==> config.mk <==
export PLATFORM = sky130hd
export DESIGN_NAME = rtc_calendar
export DESIGN_NICKNAME = d
export VERILOG_FILES = /design/src/rtl/rtc_cal_pkg.sv /design/src/rtl/rtc_field_step.sv /design/src/rtl/rtc_hour_step.sv /design/src/rtl/rtc_calendar.sv
export SDC_FILE = /design/constraint.sdc
export NUM_CORES = 2
export LEC_CHECK = 0
export ABC_AREA = 1
export BUFFER_PORTS_ARGS = -buffer_cell sky130_fd_sc_hd__buf_2
export CORE_UTILIZATION = 69
export DETAILED_ROUTE_END_ITERATION = 8
export PLACE_DENSITY = 0.86
export SYNTH_ARGS = -nofsm -noshare
export SYNTH_HDL_FRONTEND = slang
export SYNTH_SLANG_ARGS = --single-unit
==> constraint.sdc <==
create_clock -name clk -period 75.4 [get_ports clk]
set_input_delay 7.54 -clock clk [delete_from_list [all_inputs] [get_ports clk]]
set_output_delay 7.54 -clock clk [all_outputs]
set_load 0.05 [all_outputs]
==> src/rtl/rtc_cal_pkg.sv <==
package rtc_cal_pkg;

  localparam int BYTE_W = 8;
  localparam int VAL_W  = 7;

  // byte locations decoded by software
  localparam int LOC_SEC  = 0;
  localparam int LOC_MIN  = 2;
  localparam int LOC_HOUR = 4;
  localparam int LOC_DOW  = 6;
  localparam int LOC_DOM  = 7;
  localparam int LOC_MON  = 8;
  localparam int LOC_YEAR = 9;
  localparam int LOC_CTLA = 10;
  localparam int LOC_CTLB = 11;
  localparam int LOC_STAT = 12;
  localparam int LOC_FLAG = 13;
  localparam int LOC_CENT = 50;

  // control byte bit positions
  localparam int BIT_HALT = 7;
  localparam int BIT_BIN  = 2;
  localparam int BIT_H24  = 1;

  typedef logic [BYTE_W-1:0] byte_t;
  typedef logic [VAL_W-1:0]  val_t;

  function automatic val_t raw_to_val(byte_t raw, logic bin);
    if (bin) return raw[VAL_W-1:0];
    return val_t'(raw[7:4]) * val_t'(10) + val_t'(raw[3:0]);
  endfunction

  function automatic byte_t val_to_raw(val_t v, logic bin);
    val_t tens;
    val_t ones;
    tens = v / val_t'(10);
    ones = v % val_t'(10);
    if (bin) return {1'b0, v};
    return {tens[3:0], ones[3:0]};
  endfunction

  function automatic val_t month_len(val_t mon, val_t yr);
    case (mon)
      7'd2:                      return (yr[1:0] == 2'b00) ? val_t'(29) : val_t'(28);
      7'd4, 7'd6, 7'd9, 7'd11:   return val_t'(30);
      default:                   return val_t'(31);
    endcase
  endfunction

endpackage

==> src/rtl/rtc_field_step.sv <==
module rtc_field_step
  import rtc_cal_pkg::*;
(
  input  byte_t cur,
  input  logic  bin_mode,
  input  logic  adv,
  input  val_t  lo,
  input  val_t  hi,
  output byte_t nxt,
  output logic  wrap
);

  val_t v;

  always_comb begin
    v    = raw_to_val(cur, bin_mode);
    nxt  = cur;
    wrap = 1'b0;
    if (adv) begin
      if (v >= hi) begin
        nxt  = val_to_raw(lo, bin_mode);
        wrap = 1'b1;
      end else begin
        nxt  = val_to_raw(v + val_t'(1), bin_mode);
      end
    end
  end

endmodule

==> src/rtl/rtc_hour_step.sv <==
module rtc_hour_step
  import rtc_cal_pkg::*;
(
  input  byte_t cur,
  input  logic  bin_mode,
  input  logic  h24,
  input  logic  adv,
  output byte_t nxt,
  output logic  wrap
);

  val_t low_part;
  val_t h;
  val_t hn;
  val_t h12;

  always_comb begin
    low_part = raw_to_val({1'b0, cur[6:0]}, bin_mode);
    if (h24) h = raw_to_val(cur, bin_mode);
    else     h = (low_part % val_t'(12)) + (cur[7] ? val_t'(12) : val_t'(0));

    wrap = adv && (h >= val_t'(23));
    hn   = (h >= val_t'(23)) ? val_t'(0) : h + val_t'(1);
    h12  = ((hn % val_t'(12)) == val_t'(0)) ? val_t'(12) : (hn % val_t'(12));

    if (!adv)     nxt = cur;
    else if (h24) nxt = val_to_raw(hn, bin_mode);
    else          nxt = val_to_raw(h12, bin_mode) | ((hn >= val_t'(12)) ? 8'h80 : 8'h00);
  end

endmodule

==> src/rtl/rtc_calendar.sv <==
module rtc_calendar
  import rtc_cal_pkg::*;
#(
  parameter int IDX_W = 7
) (
  input  logic       clk,
  input  logic       rst_n,
  input  logic       tick_1hz,
  input  logic       io_en,
  input  logic       io_we,
  input  logic       io_odd,
  input  logic [7:0] io_wdata,
  output logic [7:0] io_rdata
);

  localparam int DEPTH = 1 << IDX_W;

  // reset: asserted asynchronously, released after two clocks
  logic [1:0] rst_sync;
  logic       rst_q;

  always_ff @(posedge clk or negedge rst_n) begin
    if (!rst_n) rst_sync <= 2'b00;
    else        rst_sync <= {rst_sync[0], 1'b1};
  end
  assign rst_q = rst_sync[1];

  byte_t            mem   [DEPTH];
  byte_t            mem_d [DEPTH];
  logic [IDX_W-1:0] idx_q;

  logic bin_m, h24_m, halt, tick_go;
  logic data_wr, idx_wr, locked, mem_en;

  assign bin_m   = mem[LOC_CTLB][BIT_BIN];
  assign h24_m   = mem[LOC_CTLB][BIT_H24];
  assign halt    = mem[LOC_CTLB][BIT_HALT];
  assign tick_go = tick_1hz & ~halt;
  assign data_wr = io_en & io_we & io_odd;
  assign idx_wr  = io_en & io_we & ~io_odd;
  assign locked  = (idx_q == IDX_W'(LOC_STAT)) || (idx_q == IDX_W'(LOC_FLAG));
  assign mem_en  = tick_go | data_wr;

  // carry chain
  byte_t sec_n, min_n, hr_n, dow_n, dom_n, mon_n, yr_n, cen_n;
  logic  c_sec, c_min, c_hr, c_dow, c_dom, c_mon, c_yr, c_cen;
  val_t  mon_v, yr_v, dom_hi;

  assign mon_v  = raw_to_val(mem[LOC_MON], bin_m);
  assign yr_v   = raw_to_val(mem[LOC_YEAR], bin_m);
  assign dom_hi = month_len(mon_v, yr_v);

  rtc_field_step u_sec (.cur(mem[LOC_SEC]),  .bin_mode(bin_m), .adv(tick_go),
                        .lo(7'd0), .hi(7'd59), .nxt(sec_n), .wrap(c_sec));
  rtc_field_step u_min (.cur(mem[LOC_MIN]),  .bin_mode(bin_m), .adv(c_sec),
                        .lo(7'd0), .hi(7'd59), .nxt(min_n), .wrap(c_min));
  rtc_hour_step  u_hr  (.cur(mem[LOC_HOUR]), .bin_mode(bin_m), .h24(h24_m), .adv(c_min),
                        .nxt(hr_n), .wrap(c_hr));
  rtc_field_step u_dow (.cur(mem[LOC_DOW]),  .bin_mode(bin_m), .adv(c_hr),
                        .lo(7'd1), .hi(7'd7), .nxt(dow_n), .wrap(c_dow));
  rtc_field_step u_dom (.cur(mem[LOC_DOM]),  .bin_mode(bin_m), .adv(c_hr),
                        .lo(7'd1), .hi(dom_hi), .nxt(dom_n), .wrap(c_dom));
  rtc_field_step u_mon (.cur(mem[LOC_MON]),  .bin_mode(bin_m), .adv(c_dom),
                        .lo(7'd1), .hi(7'd12), .nxt(mon_n), .wrap(c_mon));
  rtc_field_step u_yr  (.cur(mem[LOC_YEAR]), .bin_mode(bin_m), .adv(c_mon),
                        .lo(7'd0), .hi(7'd99), .nxt(yr_n), .wrap(c_yr));
  rtc_field_step u_cen (.cur(mem[LOC_CENT]), .bin_mode(bin_m), .adv(c_yr),
                        .lo(7'd0), .hi(7'd99), .nxt(cen_n), .wrap(c_cen));

  function automatic byte_t boot_value(int loc);
    case (loc)
      LOC_CTLA:                  return 8'h26;
      LOC_CTLB:                  return 8'h02;
      LOC_FLAG:                  return 8'h80;
      LOC_DOW, LOC_DOM, LOC_MON: return 8'h01;
      default:                   return 8'h00;
    endcase
  endfunction

  // next state
  always_comb begin
    mem_d           = mem;
    mem_d[LOC_SEC]  = sec_n;
    mem_d[LOC_MIN]  = min_n;
    mem_d[LOC_HOUR] = hr_n;
    mem_d[LOC_DOW]  = dow_n;
    mem_d[LOC_DOM]  = dom_n;
    mem_d[LOC_MON]  = mon_n;
    mem_d[LOC_YEAR] = yr_n;
    mem_d[LOC_CENT] = cen_n;
    if (data_wr && !locked) mem_d[idx_q] = io_wdata;
  end

  // registers
  always_ff @(posedge clk or negedge rst_q) begin
    if (!rst_q) begin
      idx_q <= '0;
      for (int i = 0; i < DEPTH; i++) mem[i] <= boot_value(i);
    end else begin
      if (idx_wr) idx_q <= io_wdata[IDX_W-1:0];
      if (mem_en) mem <= mem_d;
    end
  end

  always_comb begin
    io_rdata = io_odd ? mem[idx_q] : 8'hFF;
  end

  // checks
  AST_HALT_FREEZE: assert property (@(posedge clk) disable iff (!rst_q)
    (halt && !data_wr) |=> $stable(mem[LOC_SEC]) && $stable(mem[LOC_HOUR]));

  AST_STAT_LOCKED: assert property (@(posedge clk) disable iff (!rst_q)
    (data_wr && idx_q == IDX_W'(LOC_STAT)) |=> $stable(mem[LOC_STAT]));

  AST_FLAG_LOCKED: assert property (@(posedge clk) disable iff (!rst_q)
    (data_wr && idx_q == IDX_W'(LOC_FLAG)) |=> $stable(mem[LOC_FLAG]));

  AST_SEC_WRAP: assert property (@(posedge clk) disable iff (!rst_q)
    (tick_go && !data_wr && raw_to_val(mem[LOC_SEC], bin_m) == 7'd59)
      |=> (mem[LOC_SEC] == 8'h00) && !$stable(mem[LOC_MIN]));

  AST_HOUR12_NONZERO: assert property (@(posedge clk) disable iff (!rst_q)
    (tick_go && !data_wr && !h24_m && mem[LOC_HOUR][6:0] != 7'd0)
      |=> mem[LOC_HOUR][6:0] != 7'd0);

  AST_DOM_RANGE: assert property (@(posedge clk) disable iff (!rst_q)
    (tick_go && !data_wr && raw_to_val(mem[LOC_DOM], bin_m) >= 7'd1 &&
     raw_to_val(mem[LOC_DOM], bin_m) <= dom_hi)
      |=> raw_to_val(mem[LOC_DOM], bin_m) >= 7'd1 &&
          raw_to_val(mem[LOC_DOM], bin_m) <= 7'd31);

endmodule

== Yosys cells after proc, flatten, opt, wreduce, memory -nomap -nowiden ==
Index checks and enable logic that the tools add are counted.

* Equal/unequal tests: 7
* Multipliers: 9
* Add/subtract/negate cells: 18
* Reductions and logical operators: 9
* Order comparisons: 11
* Bitwise gates (word level): 9
* Multiplexer cells: 120
* Div/mod/pow operators: 20

{| class="wikitable"
|+ Operators with widths
! kind !! number
|-
| 1024-bit bitwise mux || 1
|-
| 1024-bit two-way mux || 1
|-
| 8-bit two-way mux || 50
|-
| 7-bit two-way mux || 20
|-
| 7-bit by 4-bit modulo with 7-bit output (second input constant) || 11
|-
| 7-bit by 4-bit adder with 7-bit output || 9
|-
| 7-bit by 4-bit divider with 7-bit output (second input constant) || 9
|-
| 7-bit by 1-bit adder with 7-bit output (second input constant) || 8
|-
| 8-bit binary-select mux with 7-bit select || 1
|-
| 8-bit demux with 7-bit select || 1
|-
| 4-bit by 3-bit multiplier with 6-bit output (second input constant) || 8
|-
| 1-bit two-way mux || 44
|-
| 7-bit by 4-bit equality test with 1-bit output (second input constant) || 4
|-
| 7-bit by 3-bit equality test with 1-bit output (second input constant) || 2
|-
| 7-bit by 4-bit greater-or-equal comparator with 1-bit output (second input constant) || 2
|-
| 7-bit by 6-bit greater-or-equal comparator with 1-bit output (second input constant) || 2
|-
| 7-bit greater-or-equal comparator (second input constant) || 2
|-
| 8-bit greater-or-equal comparator (second input constant) || 1
|-
| 8-bit by 1-bit < comparator with 1-bit output (second input constant) || 1
|-
| 7-bit inverter with 8-bit output || 1
|-
| 8-bit bitwise OR || 1
|-
| 7-bit adder || 1
|-
| 7-bit by 2-bit equality test with 1-bit output (second input constant) || 1
|-
| 7-bit by 3-bit greater-or-equal comparator with 1-bit output (second input constant) || 1
|-
| other kinds (15) || 21
|}

* Bits of input ports: 14
* Logic and storage cells: 333
* Flip-flop bits (word level): 1033
* Output and inout port bits: 8

== Longest topological paths before layout ==
* Depth in word-level cells: 20
* Gate-level depth with buffers: 47
* Gate-level depth less buffers: 47

== Cells and area by module ==
A second synthesis with hierarchy kept.

* Cells, all modules: 8452
* Area total of the unflattened synthesis: 60744.5 µm²

{| class="wikitable"
|+ Modules (own cells, without submodules)
! module !! cells each !! area each (µm²) !! instances !! seq. area each (µm²)
|-
| rtc_calendar || 6256 || 48326.3 || 1 || 25859.8
|-
| rtc_field_step (u_cen ...) || 278 || 1582.8 || 6 || 0.0
|-
| rtc_field_step (u_yr) || 279 || 1559.0 || 1 || 0.0
|-
| rtc_hour_step || 249 || 1362.6 || 1 || 0.0
|}

== Worst setup path before layout ==
No wires, ideal clock.

* Path type: input -> output
* From: input io_odd
* To: output io_rdata[2]
* Cell stages on the path: 3
* Path buffers: 0
* Slack: 59.705 ns
* Arrival time: 8.155 ns
* Data required time: 67.860 ns
* Path through: inv_1 > a221oi_1 > nand2_1

* Cells in the longest elaborated chain, start to end: 1

{| class="wikitable"
|+ RTL lines
! what !! line !! RTL
|-
| from (decl) || rtc_calendar.sv:11 || <nowiki>input logic io_odd,</nowiki>
|-
| 8-bit two-way mux || rtc_calendar.sv:106 || <nowiki>io_rdata = io_odd ? mem[idx_q] : 8'hFF;</nowiki>
|-
| to (decl) || rtc_calendar.sv:13 || <nowiki>output logic [7:0] io_rdata</nowiki>
|}

No other way between the ends.

== Final worst setup path ==
Same ends and word-level chain as after synthesis.

==> results.json <==
{
  "vdd_drop_max_mv": 0.03407,
  "setup_violations": 0,
  "htree_levels": 3,
  "fin_area_um2": 56800,
  "wl_per_cell_um": 20.42,
  "grt_pass1_wl_um": 241000,
  "yosysMostFrequentCell": "nand2_1",
  "synth-xor-area-share": 0.005724,
  "cts_tree": "built",
  "leakage_nw": 25.78,
  "skew_ns": 0.02664,
  "multiInputGateArea_um2": 24580,
  "synthTopCellsByArea": "dfrtp_1 48%, o21ai_0 12%, nand2_1 11%",
  "drive_gt1_frac": 0.06517,
  "place_congestion": 0.9235,
  "initial_utilization": 0.7016,
  "maxSlewViolCount": 0,
  "die_area_um2": 78730,
  "cts_resized": 0,
  "ff2ff_setup_slack_ns": 69.41,
  "synth.top_cell.area_share": 0.4790,
  "required_ns": 67.86,
  "synth-simple-area-share": 0.2007,
  "drt_wl_total_um": 150500,
  "avgSynthCellArea_um2": 8.141,
  "syn_nets": 6695,
  "core_um2": 76330,
  "place.detailed.hpwl_um": 89780,
  "worstMarginPinSlew_ns": 1.269,
  "period_share": 0.2108,
  "place_area_um2": 53500,
  "cts_root_buf": "clkbuf_16",
  "rsz0062_at_grt": "no",
  "yosys_warnings": 0,
  "fp.dieH_um": 280.6,
  "drt_iter0_drc": 6048,
  "grt_usage": 0.3860,
  "clk_latency_ns": 0.68,
  "antenna_found_initial": 5,
  "dr_total_vias": 47760,
  "cts_buffers": 103,
  "num_rows": 101,
  "relSlewSlack": 0.1534,
  "synthTopCellsByCount": "1621 x nand2_1, 1285 x o21ai_0, 1025 x dfrtp_1",
  "die_width_um": 280.6,
  "hold_viol": 0,
  "holdBufCountCts": 0,
  "cts_num_sinks": 1033,
  "power_mw": 1.829,
  "p_per_area_nw_per_um2": 32.21,
  "max_cap_viol_count": 0,
  "synthMuxAreaShare": 0.02150,
  "nets": 6377,
  "hold_path_class": "flop to flop",
  "synth_edf_count": 0,
  "place_ws_ns": 59.54,
  "synth_flop_cell": "dfrtp_1",
  "cp_max_fo": 8,
  "post_cts_buffers": 0,
  "syn_area_um2": 53550,
  "dr.pass1.iters": 9,
  "synth_cell_types": 65,
  "finalWorstSetupSlack_ns": 59.51,
  "failed_checks": "DRC",
  "grt_pass1_vias": 45370,
  "start_kind": "input pin",
  "synth-compound-area-share": 0.2046,
  "arrival_ns": 8.35,
  "tns_ns": 0,
  "grt_max_degree": 185,
  "clkTransAtPathRegs_ns": 0.06,
  "post_synth_inst_count": 6578,
  "seq_area_um2": 25880,
  "io_buffers": 21,
  "routed_via_density": 6.482,
  "synth_top_cell_by_area": "dfrtp_1",
  "async_flop_share": 1.000,
  "area_delta_synth_final_pct": 6.066,
  "antenna_left": 0,
  "io_pins": 22,
  "endpoint_kind": "output pin",
  "synth_top_family_by_area": "compound AO/OA/AOI/OAI gates",
  "yosysSeqAreaShare": 0.4829,
  "nFillCells": 5480,
  "synth_fa_ha_area_frac": 0.02645,
  "fin_crit_ns": 15.89,
  "grt_overflow": 0,
  "outcome": "finished with violations",
  "cts_buffer_depth": 3,
  "synth_seq_cells": 1033,
  "path_class": "input pin to output pin",
  "drc": 2,
  "fmax_mhz": 62.92
}
[metrics by stage]
stage	hold WS [ns]	util	std cells
floorplan	0.3312	-	6578
global placement	0.3337	0.7009	7185
detailed placement	0.3364	0.7009	7185
CTS	0.3494	0.7441	7367
global route	0.3681	0.7441	7368
finish	0.3507	0.7441	7368
[area by class of cell]
cell class | instances | area share
clock inverters | 32 | 0.005463
multi-input cells | 4737 | 0.4328
well taps | 1030 | 0.02269
inverters | 311 | 0.02132
clock buffers | 150 | 0.05256
flip-flops and latches | 1033 | 0.4556
repair buffers | 74 | 0.009516
diodes | 1 | 0.00004406
[cells by family after synthesis]
logic type	after synthesis
AOI/OAI and AO/OA	1926
and+or+nand+nor	2563
buffers and inverters	808
other	1
adders and majority gates	103
xor gates and xnor gates	29
muxes	115
DFF	1033
[cell usage in the layout (no fill, tap or decap), types with 18 or more instances in the layout]
master	Yosys	layout
nand2_1	1621	1621
o21ai_0	1285	1285
dfrtp_1	1025	1020
nand3_1	428	428
nor2_1	350	348
inv_1	267	257
o211ai_1	144	144
a21oi_1	135	135
o2111ai_1	125	125
o22ai_1	124	124
mux2i_1	115	115
clkbuf_16	0	104
ha_1	86	86
nand4_1	54	54
buf_4	1	50
nand2_2	36	36
inv_2	36	36
o21ai_1	31	31
nand3_2	26	26
clkbuf_1	451	25
clkbuf_8	0	21
buf_2	4	21
clkinv_2	1	18
[layer usage]
metal,vias up,share of wire,track usage
li1,21850,-,-
met1,22780,0.39,0.5171
met2,2587,0.45,0.5993
met3,534,0.11,0.08077
met4,8,0.051,0.1953
met5,-,0.00037,0
[path summary, 6_finish.rpt]
| kind | startpoint | end | cells after the start |
|---|---|---|---|
| min in group asynchronous | rst_sync[1] | asynchronous set/reset pin | 0 |
| worst max-delay path | io_odd | io_rdata[2] | 5 |
| worst min-delay path | rst_sync[0] | rst_sync[1] | 0 |
| worst min register to register | rst_sync[0] | rst_sync[1] | 0 |
| worst max register to register | mem[988] | mem[985] | 39 |
| max in group asynchronous | rst_n | rst_sync[1] | 1 |
[worst max-delay path, cell delays in order]
cell and delay, ns:
buf_2 0.10, inv_1 0.12, a221oi_1 0.24, nand2_1 0.11, buf_2 0.23
[where the power goes]
group	internal (mW)	switching [mW]	leakage [nW]	total (mW)
clock network	0.285	0.221	1.62	0.506
logic	0.227	0.467	9.88	0.694
registers	0.591	0.0385	14.3	0.629
total	1.10	0.726	25.8	1.83
(Power assumes the default switching activity.)
